`src/rtl/trc_pkg.sv`:
```
package trc_pkg;

    localparam int ADDR_W  = 7;
    localparam int DATA_W  = 32;
    localparam int CHAIN_W = 1 + ADDR_W + DATA_W;

    typedef struct packed {
        logic              is_write;
        logic [ADDR_W-1:0] addr;
        logic [DATA_W-1:0] data;
    } chain_word_t;

    typedef enum logic [1:0] {
        BUS_IDLE  = 2'd0,
        BUS_WRITE = 2'd1,
        BUS_READ  = 2'd2
    } bus_op_e;

    function automatic bus_op_e op_of(input chain_word_t w);
        return w.is_write ? BUS_WRITE : BUS_READ;
    endfunction

endpackage

```
`src/rtl/trc_access_gate.sv`:
```
module trc_access_gate #(
    parameter int               IR_W      = 4,
    parameter logic [IR_W-1:0]  IR_INTEST = 4'hC
) (
    input  logic            chain_sel,
    input  logic [IR_W-1:0] instr_code,
    input  logic            capture_dr,
    input  logic            shift_dr,
    input  logic            update_dr,
    output logic            acc_en,
    output logic            chain_cap,
    output logic            chain_shf,
    output logic            chain_upd,
    output logic            byp_cap,
    output logic            byp_shf
);
    always_comb begin
        acc_en    = chain_sel && (instr_code == IR_INTEST);
        chain_cap = acc_en && capture_dr;
        chain_shf = acc_en && shift_dr;
        chain_upd = acc_en && update_dr;
        byp_cap   = !acc_en && capture_dr;
        byp_shf   = !acc_en && shift_dr;
    end
endmodule

```
`src/rtl/trc_shift_reg.sv`:
```
module trc_shift_reg
    import trc_pkg::*;
(
    input  logic              clk,
    input  logic              rst,
    input  logic              cap_en,
    input  logic              shf_en,
    input  logic              tdi,
    input  logic [DATA_W-1:0] load_data,
    output chain_word_t       word_o,
    output logic              tdo_o
);
    chain_word_t word_q;

    always_ff @(posedge clk) begin
        if (rst) begin
            word_q <= '0;
        end else if (cap_en) begin
            word_q.data <= load_data;
        end else if (shf_en) begin
            word_q <= chain_word_t'({tdi, word_q[CHAIN_W-1:1]});
        end
    end

    assign word_o = word_q;
    assign tdo_o  = word_q[0];
endmodule

```
`src/rtl/trc_bypass.sv`:
```
module trc_bypass (
    input  logic clk,
    input  logic rst,
    input  logic cap_en,
    input  logic shf_en,
    input  logic tdi,
    output logic bit_o
);
    logic bit_q;

    always_ff @(posedge clk) begin
        if (rst || cap_en) begin
            bit_q <= 1'b0;
        end else if (shf_en) begin
            bit_q <= tdi;
        end
    end

    assign bit_o = bit_q;
endmodule

```
`src/rtl/trc_bus_seq.sv`:
```
module trc_bus_seq
    import trc_pkg::*;
(
    input  logic              clk,
    input  logic              rst,
    input  logic              upd_en,
    input  chain_word_t       word_i,
    input  logic [DATA_W-1:0] rdata_i,
    output logic [ADDR_W-1:0] addr_o,
    output logic [DATA_W-1:0] wdata_o,
    output logic              wr_o,
    output logic              rd_o,
    output logic [DATA_W-1:0] rbuf_o
);
    bus_op_e           op_q;
    logic [ADDR_W-1:0] addr_q;
    logic [DATA_W-1:0] wdata_q;
    logic [DATA_W-1:0] rbuf_q;

    always_ff @(posedge clk) begin
        if (rst) begin
            op_q    <= BUS_IDLE;
            addr_q  <= '0;
            wdata_q <= '0;
            rbuf_q  <= '0;
        end else begin
            op_q <= BUS_IDLE;
            if (upd_en) begin
                op_q   <= op_of(word_i);
                addr_q <= word_i.addr;
                if (word_i.is_write) begin
                    wdata_q <= word_i.data;
                end
            end
            if (op_q == BUS_READ) begin
                rbuf_q <= rdata_i;
            end
        end
    end

    assign addr_o  = addr_q;
    assign wdata_o = wdata_q;
    assign wr_o    = (op_q == BUS_WRITE);
    assign rd_o    = (op_q == BUS_READ);
    assign rbuf_o  = rbuf_q;
endmodule

```
`src/rtl/trc_scan_chain.sv`:
```
module trc_scan_chain
    import trc_pkg::*;
#(
    parameter int              IR_W      = 4,
    parameter logic [IR_W-1:0] IR_INTEST = 4'hC
) (
    input  logic              clk,
    input  logic              rst,
    input  logic              chain_sel,
    input  logic [IR_W-1:0]   instr_code,
    input  logic              capture_dr,
    input  logic              shift_dr,
    input  logic              update_dr,
    input  logic              tdi,
    output logic              tdo,
    output logic [ADDR_W-1:0] reg_addr,
    output logic [DATA_W-1:0] reg_wdata,
    input  logic [DATA_W-1:0] reg_rdata,
    output logic              reg_wr,
    output logic              reg_rd
);
    logic        acc_en, chain_cap, chain_shf, chain_upd, byp_cap, byp_shf;
    logic        chain_tdo, byp_bit;
    chain_word_t word;
    logic [DATA_W-1:0] rbuf;

    trc_access_gate #(.IR_W(IR_W), .IR_INTEST(IR_INTEST)) u_gate (
        .chain_sel  (chain_sel),
        .instr_code (instr_code),
        .capture_dr (capture_dr),
        .shift_dr   (shift_dr),
        .update_dr  (update_dr),
        .acc_en     (acc_en),
        .chain_cap  (chain_cap),
        .chain_shf  (chain_shf),
        .chain_upd  (chain_upd),
        .byp_cap    (byp_cap),
        .byp_shf    (byp_shf)
    );

    trc_shift_reg u_chain (
        .clk       (clk),
        .rst       (rst),
        .cap_en    (chain_cap),
        .shf_en    (chain_shf),
        .tdi       (tdi),
        .load_data (rbuf),
        .word_o    (word),
        .tdo_o     (chain_tdo)
    );

    trc_bypass u_byp (
        .clk    (clk),
        .rst    (rst),
        .cap_en (byp_cap),
        .shf_en (byp_shf),
        .tdi    (tdi),
        .bit_o  (byp_bit)
    );

    trc_bus_seq u_bus (
        .clk     (clk),
        .rst     (rst),
        .upd_en  (chain_upd),
        .word_i  (word),
        .rdata_i (reg_rdata),
        .addr_o  (reg_addr),
        .wdata_o (reg_wdata),
        .wr_o    (reg_wr),
        .rd_o    (reg_rd),
        .rbuf_o  (rbuf)
    );

    assign tdo = acc_en ? chain_tdo : byp_bit;
endmodule

```
`config.mk`:
```
export PLATFORM = sky130hd
export DESIGN_NAME = trc_scan_chain
export DESIGN_NICKNAME = d
export VERILOG_FILES = /design/src/rtl/trc_pkg.sv /design/src/rtl/trc_access_gate.sv /design/src/rtl/trc_shift_reg.sv /design/src/rtl/trc_bypass.sv /design/src/rtl/trc_bus_seq.sv /design/src/rtl/trc_scan_chain.sv
export SDC_FILE = /design/constraint.sdc
export NUM_CORES = 1
export LEC_CHECK = 0
export ABC_AREA = 0
export BUFFER_PORTS_ARGS = -buffer_cell sky130_fd_sc_hd__buf_2
export CORE_UTILIZATION = 50
export CTS_CLUSTER_DIAMETER = 50
export DETAILED_ROUTE_END_ITERATION = 8
export GPL_TIMING_DRIVEN = 0
export MAX_ROUTING_LAYER = met4
export PLACE_DENSITY = 0.76
export SLEW_MARGIN = 15
export SYNTH_ARGS = -nofsm -noshare
export SYNTH_HDL_FRONTEND = slang
export SYNTH_SLANG_ARGS = --single-unit
```
`constraint.sdc`:
```
create_clock -name clk -period 1.5 [get_ports clk]
set_clock_uncertainty 0.15 [all_clocks]
set_input_delay 0.075 -clock clk [delete_from_list [all_inputs] [get_ports clk]]
set_output_delay 0.075 -clock clk [all_outputs]
set_load 0.02 [all_outputs]
```
==> metrics.txt, run 1 <==
status finished, violations left; violated checks setup timing; synthesized netlist cell count 540; grt ovf 0; Max-Cap Viols 0; Detailed Route Iter0 Violations 284; CTS Buffer Depth 2; worst slew margin relative to its limit 0.6138; DRC 0; CTS tree yes; drt wl/cell approximately 16 um; flop2flop setup slack 0.03 ns; FFs w/ async S/R, synth 0; Reg2Reg Depth 5; antenna cells 0; YS warnings 0; commonest non-fill, non-tap cell in the layout dfxtp_1; Detailed Routing Iterations Pass 1 5; met1 Usage GRT 0.3296; critical path startpoint category flop; P_leak 2.578 nW; Final HPWL DP 8.058 mm; initial antenna violation count 0; Vias 4465; area grow syn2layout 34.98%; Post-DRT Antenna Nets 0; GRT Util Overall 0.2654; gpl congestion 0.8479; CP endpoint kind primary output; post-route cell area 6364 um^2; syn_nets ~600; Row Count 35; hold path depth 4; Via-to-Cell Ratio approximately 5.5; core footprint 9196 um^2; Clock Sinks 114; RSZ-0062 raised after global routing yes; final core utilization 0.6920; Worst VDD drop a little over 0.8 mV; fin crit share 1.003; GR peak layer met2; # nets final 728; htree depth 4; FMAX 0.6648 GHz; Syn Area/Cell about 8.7 um^2; Slew Limit Fails 0; Die X-Extent 99.11 um; area of placed instances 5269 um^2; met2 usage 0.4233; Die Span Y 99.11 um; Post-Route WL 12.57 mm; vias in the first global route 4192; P per Cell Area roughly 1200 nW/um^2; die area 9822 um^2; worst-path maximum fanout 6; footprint of the multi-input gates 2228 um^2; Cell variety after synth 27; largest net degree at the start of global routing 17; fraction of layout cells with a size suffix above 1 0.2331; Worst-path clk slew 0.05 ns; Worst EP required ~1.3 ns; sequential-to-total area share from yosys stat 0.4841; # setup viols final 1; Slew @ Worst Pin 0.5793 ns; number of synthesized flops with an enable pin 0; port bufs 83; Root Buffer clkbuf_8; Synth Flop Type dfxtp_1; CTS Buf Count 17; first-pass GRT wire length 19.84 mm; post-synthesis cell area 4715 um^2; Worst Path Arrival 1.28 ns; clk_lat worst skew between 0.5 and 0.6 ns; global routing usage on met3 0.05411; crit path time final 1.504 ns; commonest cells after routing, fill and taps aside dfxtp_1 (111), a21oi_1 (97), buf_2 (93); number of fill cells 730; worst setup path category flop to primary output; min-delay worst type input pin to flop; final hold vios 0; Worst Setup Slack, final -0.004267 ns; Synth Register Bits 114; starting density of the core 0.5127; register area 2286 um^2; I/O Pins 85
## cell families after synthesis
kind of cell	after synthesis	share of synthesized area
simple gates	162	0.1733
flops	114	0.4841
mux	48	0.1022
compound gates	163	0.1919
buf+inv	53	0.04856
## repair_timing
action,CTS,global route
gates resized for setup,17,51
pin swaps,2,2
buffers inserted,6,3
setup endpoints to repair,62,100
hold buffers,41,0
hold endpoints to repair,51,0
## layer usage
metal,part of all wire,wire (um)
met5,0,0
met2,0.47,5907
met4,0.023,292
met3,0.056,709
met1,0.45,5660
## power breakdown
part | internal (mW) | switching [mW]
clock network | 2.59 | 1.32
logic | 0.219 | 0.246
registers | 3.05 | 0.0152
## flip-flops by register name (all words and copies together), names as in the netlist
signal,count
u_bus.op_q,2
u_bus.rbuf_o,32
u_byp.bit_o,1
u_chain.tdo_o,1
u_bus.addr_o,7
u_chain.word_o,39
u_bus.wdata_o,32
## Yosys cell counts, drive strengths merged, types with 2 or more instances
master | n | share of area
dfxtp | 114 | 0.48
a21oi | 97 | 0.10
nand2 | 65 | 0.052
nand2b | 51 | 0.068
mux2i | 47 | 0.10
clkbuf | 34 | 0.027
nand3 | 33 | 0.035
a211oi | 32 | 0.051
o21ai | 32 | 0.034
buf | 18 | 0.021
nor2 | 2 | 0.0021
nor3 | 2 | 0.0021
nor3b | 2 | 0.0032
## layout make-up
| class | instances | share of cell area |
|---|---|---|
| sequential | 114 | 0.3592 |
| multi-input combinational | 373 | 0.3502 |
| timing repair buffer | 133 | 0.1424 |
| clock buffer | 24 | 0.07865 |
| buffer | 45 | 0.03500 |
| tap | 111 | 0.02182 |
| clock inverter | 5 | 0.01180 |
| inverter | 1 | 0.0009831 |
## through the flow
step	power (mW)	hold slack (ns)	TNS (ns)	cells	worst slack, ns
after floorplan	3.354	0.06096	0	540	0.004118
after global placement	3.477	0.1706	-15.90	734	-0.2565
after detailed placement	3.485	0.1732	-18.91	734	-0.2612
after CTS	7.431	0.007336	-0.1213	807	-0.09101
after global routing	7.615	0.05443	-0.09666	806	-0.03051
final	7.441	0.03654	-0.004267	806	-0.004267
## final timing paths
| check | from | end |
|---|---|---|
| min reg2reg | u_bus.rbuf_o[27] | u_bus.rbuf_o[27] |
| min | instr_code[2] | u_bus.wdata_o[11] |
| max reg2reg | u_chain.word_o[39] | u_bus.wdata_o[16] |
| max | u_bus.op_q[0] | reg_rd |
## worst max-delay path, cell delays in order, from the launching register on
cell,delay [ns]
dfxtp_2,0.32
nand2b_4,0.17
inv_4,0.05
buf_6,0.11
buf_6,0.12
Note: power is estimated with default switching activity, not from simulation.
==> run 2, diff against run 1 <==
--- a/config.mk
+++ b/config.mk
@@ -7,7 +7,7 @@
 export LEC_CHECK = 0
 export ABC_AREA = 0
 export BUFFER_PORTS_ARGS = -buffer_cell sky130_fd_sc_hd__buf_2
-export CORE_UTILIZATION = 50
+export CORE_UTILIZATION = 51
 export CTS_CLUSTER_DIAMETER = 50
 export DETAILED_ROUTE_END_ITERATION = 8
 export GPL_TIMING_DRIVEN = 0
@@ -16,4 +16,5 @@
 export SLEW_MARGIN = 15
 export SYNTH_ARGS = -nofsm -noshare
 export SYNTH_HDL_FRONTEND = slang
+export SYNTH_HIERARCHICAL = 1
 export SYNTH_SLANG_ARGS = --single-unit
==> run 2 against run 1 <==
Net effect:
- the flow still finishes with violations (setup timing)
- cell area up 15%
- cell count up 0.50%
- non-clock buffer count up 3
- first-iteration DRC count down 41%
- fmax down 0.58%
- combinational power down 28%
- critical path type unchanged
==> metrics.txt, run 2 <==
status finished, violations left (unchanged); violated checks setup timing (unchanged); Worst Path Arrival 1.29 ns (was 1.28 ns); syn_nets 555 (was 583); worst-path maximum fanout 5 (was 6); Detailed Route Iter0 Violations 167 (was 284); # setup viols final 2 (was 1); post-route cell area 7316 um^2 (was 6364 um^2); P_leak 2.861 nW (was 2.578 nW); starting density of the core 0.5314 (was 0.5127); Row Count 37 (was 35); footprint of the multi-input gates 2848 um^2 (was 2228 um^2); RR Endpoint u_bus/wdata_o[24] (was u_bus.wdata_o[16]); YS warnings 6 (was 0); core footprint 10420 um^2 (was 9196 um^2); worst setup path category flop to primary output (unchanged); Max-Cap Viols 0 (unchanged); number of synthesized flops with an enable pin 0 (unchanged); synthesized netlist cell count 512 (was 540); worst slew margin relative to its limit 0.6648 (was 0.6138); Die X-Extent 106.2 um (was 99.11 um); Final Non-Filler Cells 810 (was 806); final core utilization 0.7023 (was 0.6920); flop2flop setup slack 0.07 ns (was 0.03 ns); Synth Flop Type dfxtp_1 (unchanged); critical path startpoint category flop (unchanged); min-delay worst type input pin to flop (unchanged); Cell variety after synth 30 (was 27); largest cells by area after synthesis dfxtp_1 (41%), mux2_4 (8.4%), mux2i_1 (7.2%), nand4bb_1 (6.5%), a21oi_2 (5.1%) (was dfxtp_1 (48%), a21oi_1 (10%), mux2i_1 (10%), nand2b_1 (6.8%), nand2_1 (5.2%)); P per Cell Area 1081 nW/um^2 (was 1169 nW/um^2); I/O Pins 85 (unchanged); largest net degree at the start of global routing 17 (unchanged); Slew @ Worst Pin 0.5029 ns (was 0.5793 ns); first-pass GRT wire length 21.24 mm (was 19.84 mm); Root Buffer clkbuf_8 (unchanged); clk_lat worst skew 0.51 ns (was 0.52 ns); Clock Sinks 114 (unchanged); DRC 0 (unchanged); Worst Setup Slack, final -0.01311 ns (was -0.004267 ns); fin crit share 1.009 (was 1.003); Detailed Routing Iterations Pass 1 7 (was 5); fraction of layout cells with a size suffix above 1 0.4065 (was 0.2331); final hold vios 0 (unchanged); Setup WS pre-CTS -0.4285 ns (was -0.2612 ns); CP endpoint kind primary output (unchanged); htree depth 4 (unchanged); area grow syn2layout 32.17% (was 34.98%); register area 2292 um^2 (was 2286 um^2); CP endpoint reg_rd (unchanged); CTS tree yes (unchanged); # nets final 704 (was 728); Via-to-Cell Ratio 5.337 (was 5.540); Synth Register Bits 114 (unchanged); Post-Route WL 13.21 mm (was 12.57 mm); crit path from u_bus/op_q[0] (was u_bus.op_q[0]); most frequent cells after synthesis dfxtp_1 (114), nor2_1 (41), mux2i_1 (40), nand2b_1 (33) (was dfxtp_1 (114), a21oi_1 (97), nand2_1 (65), nand2b_1 (51), mux2i_1 (47)); RSZ-0062 raised after global routing yes (unchanged); max reg flops 39 (unchanged); crit path time final 1.513 ns (was 1.504 ns); CTS Buf Count 17 (unchanged); Worst EP required 1.27 ns (about the same); GRT Util Overall 0.2495 (was 0.2654); sequential-to-total area share from yosys stat 0.4123 (was 0.4841); leading area contributor after synthesis dfxtp_1 (unchanged); FMAX 0.6609 GHz (was 0.6648 GHz); dominant cell by count in the synthesized netlist dfxtp_1 (unchanged); initial antenna violation count 0 (unchanged); Die Span Y 106.2 um (was 99.11 um); drt wl/cell 16.30 um (was 15.60 um); top cell type's share of synthesized area 0.4123 (was 0.4841); CTS Buffer Depth 2 (unchanged); Reg2Reg Depth 3 (was 5); post-synthesis cell area 5535 um^2 (was 4715 um^2); Worst VDD drop 0.6950 mV (was 0.8070 mV); Worst-path clk slew 0.06 ns (was 0.05 ns); area of placed instances 6157 um^2 (was 5269 um^2); Slew Limit Fails 0 (unchanged); commonest non-fill, non-tap cell in the layout dfxtp_1 (unchanged); antenna cells 0 (unchanged); grt ovf 0 (unchanged); Pwr Total 7.908 mW (was 7.441 mW); gpl congestion 0.8051 (was 0.8479); Vias 4323 (was 4465); vias in the first global route 4381 (was 4192); Syn Area/Cell 10.81 um^2 (was 8.731 um^2); port bufs 84 (was 83); number of fill cells 762 (was 730); Reg2Reg Launch Point u_chain/word_o[39] (was u_chain.word_o[39]); FFs w/ async S/R, synth 0 (unchanged); die area 11270 um^2 (was 9822 um^2); commonest cells after routing, fill and taps aside dfxtp_1 (110), buf_2 (89), nor2_1 (40) (was dfxtp_1 (111), a21oi_1 (97), buf_2 (93)); Placed Cells 732 (was 734); Post-DRT Antenna Nets 0 (unchanged); Final HPWL DP 8.566 mm (was 8.058 mm)
[run 2: changes by cell type in the layout (fill, tap and decap cells not counted), moves of 14 or more]
cell,delta
a21oi_1,-89
nand2_1,-47
nor2_1,+39
a211oi_1,-32
a21oi_2,+32
nand4bb_1,+32
mux2_4,+30
o21ai_2,+29
a21bo_1,+27
nand2b_1,-17
clkbuf_2,-15
o21ai_0,-15
o21ai_1,-14
[run 2: worst min path at each step]
stage	start	endpoint	slack [ns]	cells after the start
finish	update_dr	u_bus/op_q[0]	0.07	7
global route	update_dr	u_bus/wdata_o[31]	0.07	6
CTS	update_dr	u_bus/op_q[0]	0.04	7
detailed placement	tdi	u_chain/word_o[39]	0.20	3
global placement	tdi	u_chain/word_o[39]	0.19	3
floorplan	rst	u_byp/bit_o	-0.004	1
[run 2: through the flow]
step,setup TNS (ns),hold WS (ns)
2_1_floorplan,-7.290,-0.004128
3_3_place_gp,-22.80,0.1921
5_1_grt,-0.1392,0.06804
6_report,-0.02259,0.07359
3_5_place_dp,-24.76,0.1996
4_1_cts,-0.1555,0.03505
[run 2: timing repair]
action / CTS / global route
endpoints found under the hold margin: 35 / 0
endpoints found under the setup margin: 2 / 33
hold buffers: 37 / 0
setup buffers: 4 / 6
gates resized for setup: 10 / 13
cloned: 0 / 0
[run 2: cells by family (layout without fill, tap and decap cells)]
group                  count (synthesis)  count (layout)  share of synthesized area
AND/OR/NAND/NOR                      165             165                     0.1829
flip-flops                           114             114                     0.4123
AO/OA/AOI/OAI                        106             106                     0.1670
multiplexers                          73              73                     0.1605
buffers and inverters                 54             216                    0.07731
[run 2: critical path: stages, from the launching register on]
cell and delay (ns):
dfxtp_4 0.37, and2b_4 0.29, buf_8 0.12
[run 2: area by class of cell]
class / count / share of cell area
Clock buffer: 19 / 0.06037
Buffer: 50 / 0.05969
Clock inverter: 13 / 0.03164
Tap cell: 136 / 0.02326
Sequential cell: 114 / 0.3133
Multi-Input combinational cell: 344 / 0.3893
Inverter: 3 / 0.001539
Timing Repair Buffer: 131 / 0.1209
[run 2: power by group]
part	switching, mW	internal, mW
Combinational	0.154	0.179
Clock	1.42	3.12
Sequential	0.00351	3.03
Total	1.58	6.33
[run 2: per-layer routing]
| metal | vias up | wire (um) | GRT usage |
|---|---|---|---|
| li1 | 2109 | - | - |
| met1 | 2100 | 5964 | 0.2983 |
| met2 | 106 | 6664 | 0.4151 |
| met3 | 8 | 487 | 0.05089 |
| met4 | 0 | 91 | 0.09028 |
| met5 | - | 0 | - |
